File: src/rtl/pq_pkg.sv
package pq_pkg;

  typedef enum logic [1:0] {
    BUS_IDLE  = 2'd0,
    BUS_FETCH = 2'd1,
    BUS_OPER  = 2'd2
  } bus_st_e;

  // Queue depth follows bus width: wider bus, deeper queue.
  function automatic int depth_for(input bit bus16);
    return bus16 ? 6 : 4;
  endfunction

endpackage

File: src/rtl/pq_byte_fifo.sv
module pq_byte_fifo #(
  parameter int DEPTH = 6,
  parameter int CNT_W = 3,
  localparam int PTR_W = $clog2(DEPTH)
) (
  input  logic             clk,
  input  logic             rst_n,
  input  logic             clr,
  input  logic [1:0]       wr_n,
  input  logic [15:0]      wr_data,
  input  logic [1:0]       rd_n,
  output logic [15:0]      rd_data,
  output logic [CNT_W-1:0] count
);

  logic [7:0]       slot_q [DEPTH];
  logic [PTR_W-1:0] head_q, head_d, tail_q, tail_d;
  logic [CNT_W-1:0] count_q, count_d;
  logic [PTR_W-1:0] head1, tail1;
  logic [DEPTH-1:0] we_lo, we_hi;

  function automatic logic [PTR_W-1:0] step(input logic [PTR_W-1:0] p, input int n);
    int s;
    s = int'(p) + n;
    if (s >= DEPTH) s = s - DEPTH;
    return PTR_W'(s);
  endfunction

  always_comb begin
    head1   = step(head_q, 1);
    tail1   = step(tail_q, 1);
    head_d  = clr ? '0 : step(head_q, int'(rd_n));
    tail_d  = clr ? '0 : step(tail_q, int'(wr_n));
    count_d = clr ? '0 : count_q + CNT_W'(wr_n) - CNT_W'(rd_n);
    for (int i = 0; i < DEPTH; i++) begin
      we_lo[i] = (wr_n != 2'd0) && (tail_q == PTR_W'(i));
      we_hi[i] = (wr_n == 2'd2) && (tail1 == PTR_W'(i));
    end
  end

  always_ff @(posedge clk or negedge rst_n) begin
    if (!rst_n) begin
      head_q  <= '0;
      tail_q  <= '0;
      count_q <= '0;
    end else begin
      head_q  <= head_d;
      tail_q  <= tail_d;
      count_q <= count_d;
    end
  end

  // Data storage carries no reset; only entries being written are enabled.
  always_ff @(posedge clk) begin
    for (int i = 0; i < DEPTH; i++) begin
      if (we_lo[i])      slot_q[i] <= wr_data[7:0];
      else if (we_hi[i]) slot_q[i] <= wr_data[15:8];
    end
  end

  assign rd_data = {slot_q[head1], slot_q[head_q]};
  assign count   = count_q;

endmodule

File: src/rtl/pq_pop_ctrl.sv
module pq_pop_ctrl #(
  parameter int CNT_W = 3
) (
  input  logic [1:0]       pop_cnt,
  input  logic [CNT_W-1:0] count,
  input  logic             flush,
  output logic [1:0]       rd_n,
  output logic             pop_stall
);

  logic [1:0] want;

  always_comb begin
    want      = pop_cnt[1] ? 2'd2 : {1'b0, pop_cnt[0]};
    pop_stall = CNT_W'(want) > count;
    rd_n      = (pop_stall || flush) ? 2'd0 : want;
  end

endmodule

File: src/rtl/pq_bus_ctrl.sv
module pq_bus_ctrl
  import pq_pkg::*;
#(
  parameter bit                BUS16      = 1'b1,
  parameter int                ADDR_W     = 20,
  parameter logic [ADDR_W-1:0] RESET_ADDR = '0,
  parameter int                DEPTH      = 6,
  parameter int                CNT_W      = 3,
  localparam int               BUS_W      = BUS16 ? 16 : 8
) (
  input  logic              clk,
  input  logic              rst_n,
  input  logic              flush,
  input  logic [ADDR_W-1:0] flush_addr,
  input  logic              opr_req,
  input  logic [ADDR_W-1:0] opr_addr,
  input  logic [CNT_W-1:0]  q_count,
  input  logic              mem_ready,
  input  logic [BUS_W-1:0]  mem_rdata,
  output logic              mem_req,
  output logic [ADDR_W-1:0] mem_addr,
  output logic              mem_wide,
  output logic [1:0]        wr_n,
  output logic [15:0]       wr_data,
  output logic              opr_done,
  output logic [BUS_W-1:0]  opr_data
);

  bus_st_e           st_q, st_d;
  logic [ADDR_W-1:0] ptr_q, ptr_d;
  logic [ADDR_W-1:0] addr_q, addr_d;
  logic              two_q, two_d;
  logic              stale_q, stale_d;
  logic              fetch_done, keep, ptr_en;
  logic [CNT_W-1:0]  free;

  always_comb begin
    fetch_done = (st_q == BUS_FETCH) && mem_ready;
    keep       = fetch_done && !stale_q && !flush;
    wr_n       = keep ? (two_q ? 2'd2 : 2'd1) : 2'd0;
    ptr_en     = flush || keep;
    ptr_d      = flush ? flush_addr : ptr_q + ADDR_W'(wr_n);

    // A fetch still on the bus at flush time is marked stale.
    if (fetch_done)                     stale_d = 1'b0;
    else if (flush && st_q == BUS_FETCH) stale_d = 1'b1;
    else                                 stale_d = stale_q;

    free   = flush ? CNT_W'(DEPTH) : CNT_W'(DEPTH) - q_count;
    st_d   = st_q;
    addr_d = addr_q;
    two_d  = two_q;
    unique case (st_q)
      BUS_IDLE: begin
        if (opr_req) begin
          st_d   = BUS_OPER;
          addr_d = opr_addr;
          two_d  = 1'b0;
        end else if (free != '0) begin
          st_d   = BUS_FETCH;
          addr_d = ptr_en ? ptr_d : ptr_q;
          two_d  = BUS16 && (free >= CNT_W'(2)) && !(ptr_en ? ptr_d[0] : ptr_q[0]);
        end
      end
      BUS_FETCH, BUS_OPER: begin
        if (mem_ready) st_d = BUS_IDLE;
      end
      default: st_d = BUS_IDLE;
    endcase
  end

  always_ff @(posedge clk or negedge rst_n) begin
    if (!rst_n) begin
      st_q    <= BUS_IDLE;
      ptr_q   <= RESET_ADDR;
      addr_q  <= '0;
      two_q   <= 1'b0;
      stale_q <= 1'b0;
    end else begin
      st_q    <= st_d;
      stale_q <= stale_d;
      if (ptr_en) ptr_q <= ptr_d;
      if (st_q == BUS_IDLE) begin
        addr_q <= addr_d;
        two_q  <= two_d;
      end
    end
  end

  generate
    if (BUS16) begin : g_wide_lane
      always_comb begin
        if (two_q)          wr_data = mem_rdata;
        else if (addr_q[0]) wr_data = {8'h00, mem_rdata[15:8]};
        else                wr_data = {8'h00, mem_rdata[7:0]};
      end
    end else begin : g_narrow_lane
      assign wr_data = {8'h00, mem_rdata};
    end
  endgenerate

  assign mem_req  = (st_q != BUS_IDLE);
  assign mem_addr = addr_q;
  assign mem_wide = (st_q == BUS_FETCH) && two_q;
  assign opr_done = (st_q == BUS_OPER) && mem_ready;
  assign opr_data = mem_rdata;

endmodule

File: src/rtl/pq_prefetch_queue.sv
module pq_prefetch_queue #(
  parameter bit                BUS16      = 1'b1,
  parameter int                ADDR_W     = 20,
  parameter logic [ADDR_W-1:0] RESET_ADDR = '0,
  localparam int               DEPTH      = pq_pkg::depth_for(BUS16),
  localparam int               CNT_W      = $clog2(DEPTH + 1),
  localparam int               BUS_W      = BUS16 ? 16 : 8
) (
  input  logic              clk,
  input  logic              rst_n,
  output logic              mem_req,
  output logic [ADDR_W-1:0] mem_addr,
  output logic              mem_wide,
  input  logic [BUS_W-1:0]  mem_rdata,
  input  logic              mem_ready,
  input  logic [1:0]        pop_cnt,
  output logic [15:0]       pop_data,
  output logic              pop_stall,
  output logic [CNT_W-1:0]  q_level,
  input  logic              flush,
  input  logic [ADDR_W-1:0] flush_addr,
  input  logic              opr_req,
  input  logic [ADDR_W-1:0] opr_addr,
  output logic              opr_done,
  output logic [BUS_W-1:0]  opr_data
);

  logic [1:0]       wr_n, rd_n;
  logic [15:0]      wr_data;
  logic [CNT_W-1:0] count;

  pq_pop_ctrl #(.CNT_W(CNT_W)) u_pop (
    .pop_cnt   (pop_cnt),
    .count     (count),
    .flush     (flush),
    .rd_n      (rd_n),
    .pop_stall (pop_stall)
  );

  pq_bus_ctrl #(
    .BUS16      (BUS16),
    .ADDR_W     (ADDR_W),
    .RESET_ADDR (RESET_ADDR),
    .DEPTH      (DEPTH),
    .CNT_W      (CNT_W)
  ) u_bus (
    .clk        (clk),
    .rst_n      (rst_n),
    .flush      (flush),
    .flush_addr (flush_addr),
    .opr_req    (opr_req),
    .opr_addr   (opr_addr),
    .q_count    (count),
    .mem_ready  (mem_ready),
    .mem_rdata  (mem_rdata),
    .mem_req    (mem_req),
    .mem_addr   (mem_addr),
    .mem_wide   (mem_wide),
    .wr_n       (wr_n),
    .wr_data    (wr_data),
    .opr_done   (opr_done),
    .opr_data   (opr_data)
  );

  pq_byte_fifo #(.DEPTH(DEPTH), .CNT_W(CNT_W)) u_fifo (
    .clk     (clk),
    .rst_n   (rst_n),
    .clr     (flush),
    .wr_n    (wr_n),
    .wr_data (wr_data),
    .rd_n    (rd_n),
    .rd_data (pop_data),
    .count   (count)
  );

  assign q_level = count;

endmodule

File: config.mk
export PLATFORM = sky130hd
export DESIGN_NAME = pq_prefetch_queue
export DESIGN_NICKNAME = d
export VERILOG_FILES = /design/src/rtl/pq_pkg.sv /design/src/rtl/pq_byte_fifo.sv /design/src/rtl/pq_pop_ctrl.sv /design/src/rtl/pq_bus_ctrl.sv /design/src/rtl/pq_prefetch_queue.sv
export SDC_FILE = /design/constraint.sdc
export NUM_CORES = 1
export LEC_CHECK = 0
export ABC_AREA = 0
export CORE_UTILIZATION = 35
export DETAILED_ROUTE_END_ITERATION = 7
export PLACE_DENSITY = 0.69
export SLEW_MARGIN = 10
export SYNTH_ARGS = -nofsm -noshare
export SYNTH_HDL_FRONTEND = slang
export SYNTH_SLANG_ARGS = --single-unit
File: constraint.sdc
create_clock -name clk -period 3.4 [get_ports clk]
set_input_delay 0.51 -clock clk [delete_from_list [all_inputs] [get_ports clk]]
set_output_delay 0.51 -clock clk [all_outputs]
set_load 0.02 [all_outputs]
### Yosys cells after proc, flatten, opt, wreduce, memory -nomap -nowiden

Memory sizes are Yosys's and may differ from the RTL's.
Index checks and enable logic that the tools add are counted.

* bits in latches: 0
* memories: 1
* ROM bits: 0
* bits in registers: 53
* bits of input ports: 63
* word-level logic and storage cells: 162
* bits in writable memories: 48
* output and inout port bits: 59

Memories
* u_fifo.slot_q: depth 6, width 8, read ports 2, clocked after memory_dff 0, write ports 2, RTL line pq_byte_fifo.sv:16 `logic [7:0] slot_q [DEPTH];`

* $lt $le $gt $ge: 6
* reduce and logical (&&, ||, !) cells: 39
* shift operators: 0
* add/subtract/negate cells: 12
* divide/modulo/power cells: 0
* mux-type cells: 75
* equality and inequality tests: 15
* $mul: 0
* bitwise logic cells: 6

Operators by type and width (count)
* 8-bit 2-to-1 mux: 11
* 20-bit 2-to-1 mux: 4
* 1-bit 2-to-1 mux: 39
* 3-bit 2-to-1 mux: 12
* 8-bit OR reduction: 4
* 20-bit by 2-bit adder with 20-bit output: 1
* 1-bit logical AND: 19
* 4-bit by 3-bit greater-or-equal comparator with 1-bit output (second input constant): 4
* 16-bit 2-to-1 mux: 1
* 2-bit 2-to-1 mux: 7
* 3-bit by 2-bit equality test with 1-bit output (second input constant): 4
* 3-bit equality test (second input constant): 4
* 3-bit by 2-bit subtractor with 3-bit output (second input constant): 4
* 3-bit by 1-bit adder with 4-bit output (second input constant): 2
* 3-bit by 2-bit adder with 4-bit output: 2
* 2-bit nonzero test: 4
* 3-bit by 1-bit equality test with 1-bit output (second input constant): 2
* 3-bit logical NOT: 2
* 1-bit OR: 6
* 2-bit equality test (second input constant): 2
* 2-bit case mux with 2 select lines: 1
* 2-bit AND reduction: 2
* 3-bit by 2-bit adder with 3-bit output: 1
* 3-bit by 2-bit greater-or-equal comparator with 1-bit output (second input constant): 1
* other kinds (11): 14

### Depth between registers and ports, before layout

* depth in word-level cells: 14
* gate-level depth with buffers: 13
* gate-level depth less buffers: 13

### By module

Synthesis repeated with hierarchy kept, for this count alone.

* cell total of the unflattened synthesis: 653
* area, all modules: 6771.5 µm²

Modules (own cells, without submodules)
* pq_byte_fifo: seq. area each 1666.6 µm², instances 1, area an instance 3903.7 µm², cells each 331
* pq_bus_ctrl: seq. area each 1101.1 µm², instances 1, area an instance 2783.9 µm², cells each 313
* pq_pop_ctrl: seq. area each 0.0 µm², instances 1, area an instance 83.8 µm², cells each 9

### Least setup slack after synthesis

Ideal clock, no wire load.

* path type: register to output
* from: reg u_fifo.head_q[1]
* to: out pop_data[10]
* data arrival time: 2646 ps
* path slack: 244 ps
* buffers on the path: 2
* stages on the path, launching flop included: 9
* cells stage by stage: dfrtp_1 clkbuf_1 inv_1 ha_1 or3b_1 a31oi_4 buf_6 mux2i_1 o221ai_1

* word-level cells in the longest chain between the ends: 4
* elaborated cells between the ends (all ways): 5
* classes of those cells: add/sub: 2; order compare: 1; mux: 1; memory: 1

RTL lines
* start: declaration: RTL line pq_byte_fifo.sv:17 `logic [PTR_W-1:0] head_q, head_d, tail_q, tail_d;`
* start signal: assignment: RTL line pq_byte_fifo.sv:43 `head_q <= '0;`
* start signal: assignment: RTL line pq_byte_fifo.sv:47 `head_q <= head_d;`
* 3-bit by 1-bit adder with 4-bit output *: RTL line pq_byte_fifo.sv:24 `s = int'(p) + n;`
* 4-bit by 3-bit greater-or-equal comparator with 1-bit output / 3-bit by 2-bit subtractor with 3-bit output (equally long branches): RTL line pq_byte_fifo.sv:25 `if (s >= DEPTH) s = s - DEPTH;`
* 3-bit 2-to-1 mux *: RTL line pq_byte_fifo.sv:25
* memory 6 x 8 bit *
* end: declaration: RTL line pq_prefetch_queue.sv:17 `output logic [15:0] pop_data,`

Mark *: on every way between the ends. The rest lies on a longest branch, timed or not.

### Worst setup path after layout

* from: reg u_fifo.head_q[1]
* to: out pop_data[15]

The elaborated chain is that of the path after synthesis.

==> out/qor.yml <==
detailed_routing:
  ant_nets: 0
  avgRoutedWirePerCell_um: 17.2
  drt_iter0_drc: 469
  firstDrtPassIters: 5
  vias_per_cell: 5.44
  drt-total-wl_um: 18400
  via_count: 5827
  drc: 0
run_status:
  status: "finished clean"
logic_synthesis:
  synth.net_count: 791
  async_flop_share: 0.525
  yosys-top-cells-area: "edfxtp_1 (21%), dfrtp_1 (19%), o21ai_0 (5.3%), mux2i_1 (4.5%), ha_1 (3.8%)"
  synth-edff-count: 48
  synthCells: 702
  synthesis.area_um2: 6840
  avgSynthCellArea_um2: 9.74
  yosys.area.top_type: "edfxtp_1"
  synth_seq_cells: 101
  yosysSeqAreaShare: 0.405
  synth_top_area_share: 0.211
  synth_ff_type: "dfrtp_1"
  ys_warn_count: 0
  yosysUniqueCellTypes: 77
clock_network:
  clk_pin_slew_ps: 80
  cts_tree: "yes"
  cts_sinks: 101
  clockRootBuffer: "clkbuf_16"
  htree_levels: 3
  clock_path_buffers: 2
  clk_latency_ps: 360
  cts_buffers: 9
layout:
  layout-drive-gt1-share: 0.122
  nets: 895
  final_util: 0.454
  area_delta_synth_final_pct: 25.9
  fill_cells: 1761
  seqCellArea_um2: 2770
  multiInputGateArea_um2: 3690
  final_cells: 1072
worst_setup_path:
  reg2reg_to: "u_bus.mem_addr[8]$_DFFE_PN0P_"
  start_kind: "register"
  crit_fanout: 16
  r2r_slack_ps: 330
  rr_startpoint: "u_bus.st_q[1]$_DFFE_PN0P_"
  ff2ff_path_depth: 13
  crit_required_ps: 2890
  criticalPathCategory: "reg -> out"
  cp_data_arrival_time_ps: 2750
  end_kind: "primary output"
global_route:
  gr-total-overflow: 0
  grt_max_degree: 37
  grt_pass1_wl_um: 29600
  grt_pass1_vias: 5488
  grtUsageTotal: 0.188
  antenna_found_initial: 1
job:
  maxCapViolations: 0
timing:
  setup_viol: 0
  period_share: 0.960
  fmax_mhz: 306
  fin_crit_ps: 3260
  finalHoldViolCount: 0
  maxSlewHeadroom: 0.572
  rsz0062_at_grt: "no"
  tns_ps: 0
  finClkSkew_ps: 10.6
  tightest_slew_ps: 637
  hold_ws_ps: 170
  finalMaxSlewViolations: 0
floorplanning:
  fp.dieH_um: 142
  ioPinCount: 122
  coreArea_um2: 19000
  start_util: 0.361
  die_w_um: 142
  rows: 50
  die-area_um2: 20100
pwr:
  intPower_w: 0.00334
  power_density_nw_per_um2: 627
  combPwrFrac: 0.477
  seq_power_share: 0.326
  irDropWorstVdd_mv: 0.401
  switching_power_w: 0.00206
  power.clock.fraction: 0.198
  swShare: 0.381
  p_leak_nw: 3.26
placement:
  dp.cells: 1055
  place.gp.congestion: 0.837
  hpwl_um: 13900
  placement.io_buffers: 121
min_path:
  hold_class: "in -> async"
==> placed cells by master, fill, tap and decap left out, types with 10 or more instances in the layout <==
master,instances
buf_4,28
clkdlybuf4s50_1,112
ha_1,20
inv_1,26
a21o_1,11
dfrtp_1,52
a21oi_1,44
mux2i_1,31
nand2_1,63
and2_1,14
nor2_1,43
a22oi_1,13
nor2b_1,16
xnor2_1,10
o21ai_0,73
o221a_2,17
edfxtp_1,48
==> synth_stat cells (5+ instances only) <==
cell type and number:
a21o_1 11, mux4_2 8, o221ai_1 8, a22oi_1 13, buf_2 9, buf_1 7
edfxtp_1 48, nor2_1 43, inv_1 26, nor3_1 9, nand3_1 8, xnor2_1 10
o21ai_0 73, nand2b_1 7, fa_1 5, nor4_1 6, mux2i_1 31, nand4_1 5
dfrtp_1 53, and3_1 6, o21ai_1 8, ha_1 21, clkbuf_1 22, mux2_2 7
o221a_2 17, o22ai_1 9, and2_1 14, a21oi_1 44, buf_4 16, nand2_1 63
o21a_1 5, xor2_1 9, nor2b_1 16
==> worst max-delay path: stages, from the launching register on <==
cell and delay [ps]:
dfrtp_2 440, inv_1 110, ha_2 320, or3b_1 430, a31oi_4 220, buf_12 190
mux2i_1 230, o221ai_1 130, dlygate4sd2_1 340
==> cell families after synthesis <==
group	after synthesis	synth area share
AOI/OAI and AO/OA	225	0.221
xor gates and xnor gates	19	0.0243
adders and majority gates	26	0.0531
buffers and inverters	83	0.0575
DFF	101	0.405
muxes	46	0.0833
and+or+nand+nor	202	0.156
==> power by group through the flow <==
stage | sequential (W) | clock (W) | combinational [W]
floorplan | 0.00188 | 0 | 0.00151
global placement | 0.00178 | 0 | 0.00255
detailed placement | 0.00177 | 0 | 0.00259
CTS | 0.00175 | 0.00107 | 0.00258
global route | 0.00178 | 0.00112 | 0.00281
finish | 0.00176 | 0.00107 | 0.00257
==> routing by layer <==
| metal | vias to the layer above | global-route usage | wire (um) |
|---|---|---|---|
| met2 | 229 | 0.294 | 8450 |
| met1 | 2774 | 0.261 | 8540 |
| li1 | 2803 | - | - |
| met4 | 0 | 0.0589 | 328 |
| met5 | - | 0 | 0 |
| met3 | 21 | 0.0354 | 1130 |
==> stage by stage <==
step,worst slack (ps),power (W),instance area (um^2)
finish,136,0.00540,8610
global route,11.7,0.00572,8610
CTS,53.5,0.00540,8600
detailed placement,-101,0.00436,8320
global placement,-30.2,0.00433,8320
floorplan,244,0.00339,6840
==> flip-flops by register name (all words and copies together), names as in the netlist <==
signal,count
u_fifo.slot_q,48
u_bus.ptr_q,20
u_fifo.count,3
u_fifo.head_q,3
u_bus.stale_q,1
u_bus.st_q,2
u_fifo.tail_q,3
u_bus.mem_addr,20
u_bus.two_q,1
==> cell type report <==
cell class / instances / share of cell area
timing repair buffer: 150 / 0.166
inverter: 26 / 0.0113
multi-input combinational: 518 / 0.429
sequential: 101 / 0.322
tap: 260 / 0.0378
clock buffer: 10 / 0.0266
antenna: 1 / 0.000291
clock inverter: 6 / 0.00814
==> what timing repair did <==
item / 4_1_cts / 5_1_grt
buffers inserted: 0 / 0
hold buffers: 0 / 0
setup endpoints to repair: 8 / 8
resized for setup: 8 / 9
==> worst max path at each step <==
stage                     slack [ps]  depth (start not counted)                  startpoint                       endpoint
after floorplan                  240                          8  u_fifo.head_q[1]$_DFF_PN0_                   pop_data[10]
after global placement           -30                         10                   mem_ready  u_bus.mem_addr[8]$_DFFE_PN0P_
after detailed placement        -100                         10                   mem_ready  u_bus.mem_addr[4]$_DFFE_PN0P_
after CTS                         50                          8  u_fifo.head_q[1]$_DFF_PN0_                   pop_data[10]
after global routing              10                          8  u_fifo.head_q[1]$_DFF_PN0_                    pop_data[8]
final                            140                          8  u_fifo.head_q[1]$_DFF_PN0_                   pop_data[15]
No activity file was read; power rests on OpenSTA's default activity.
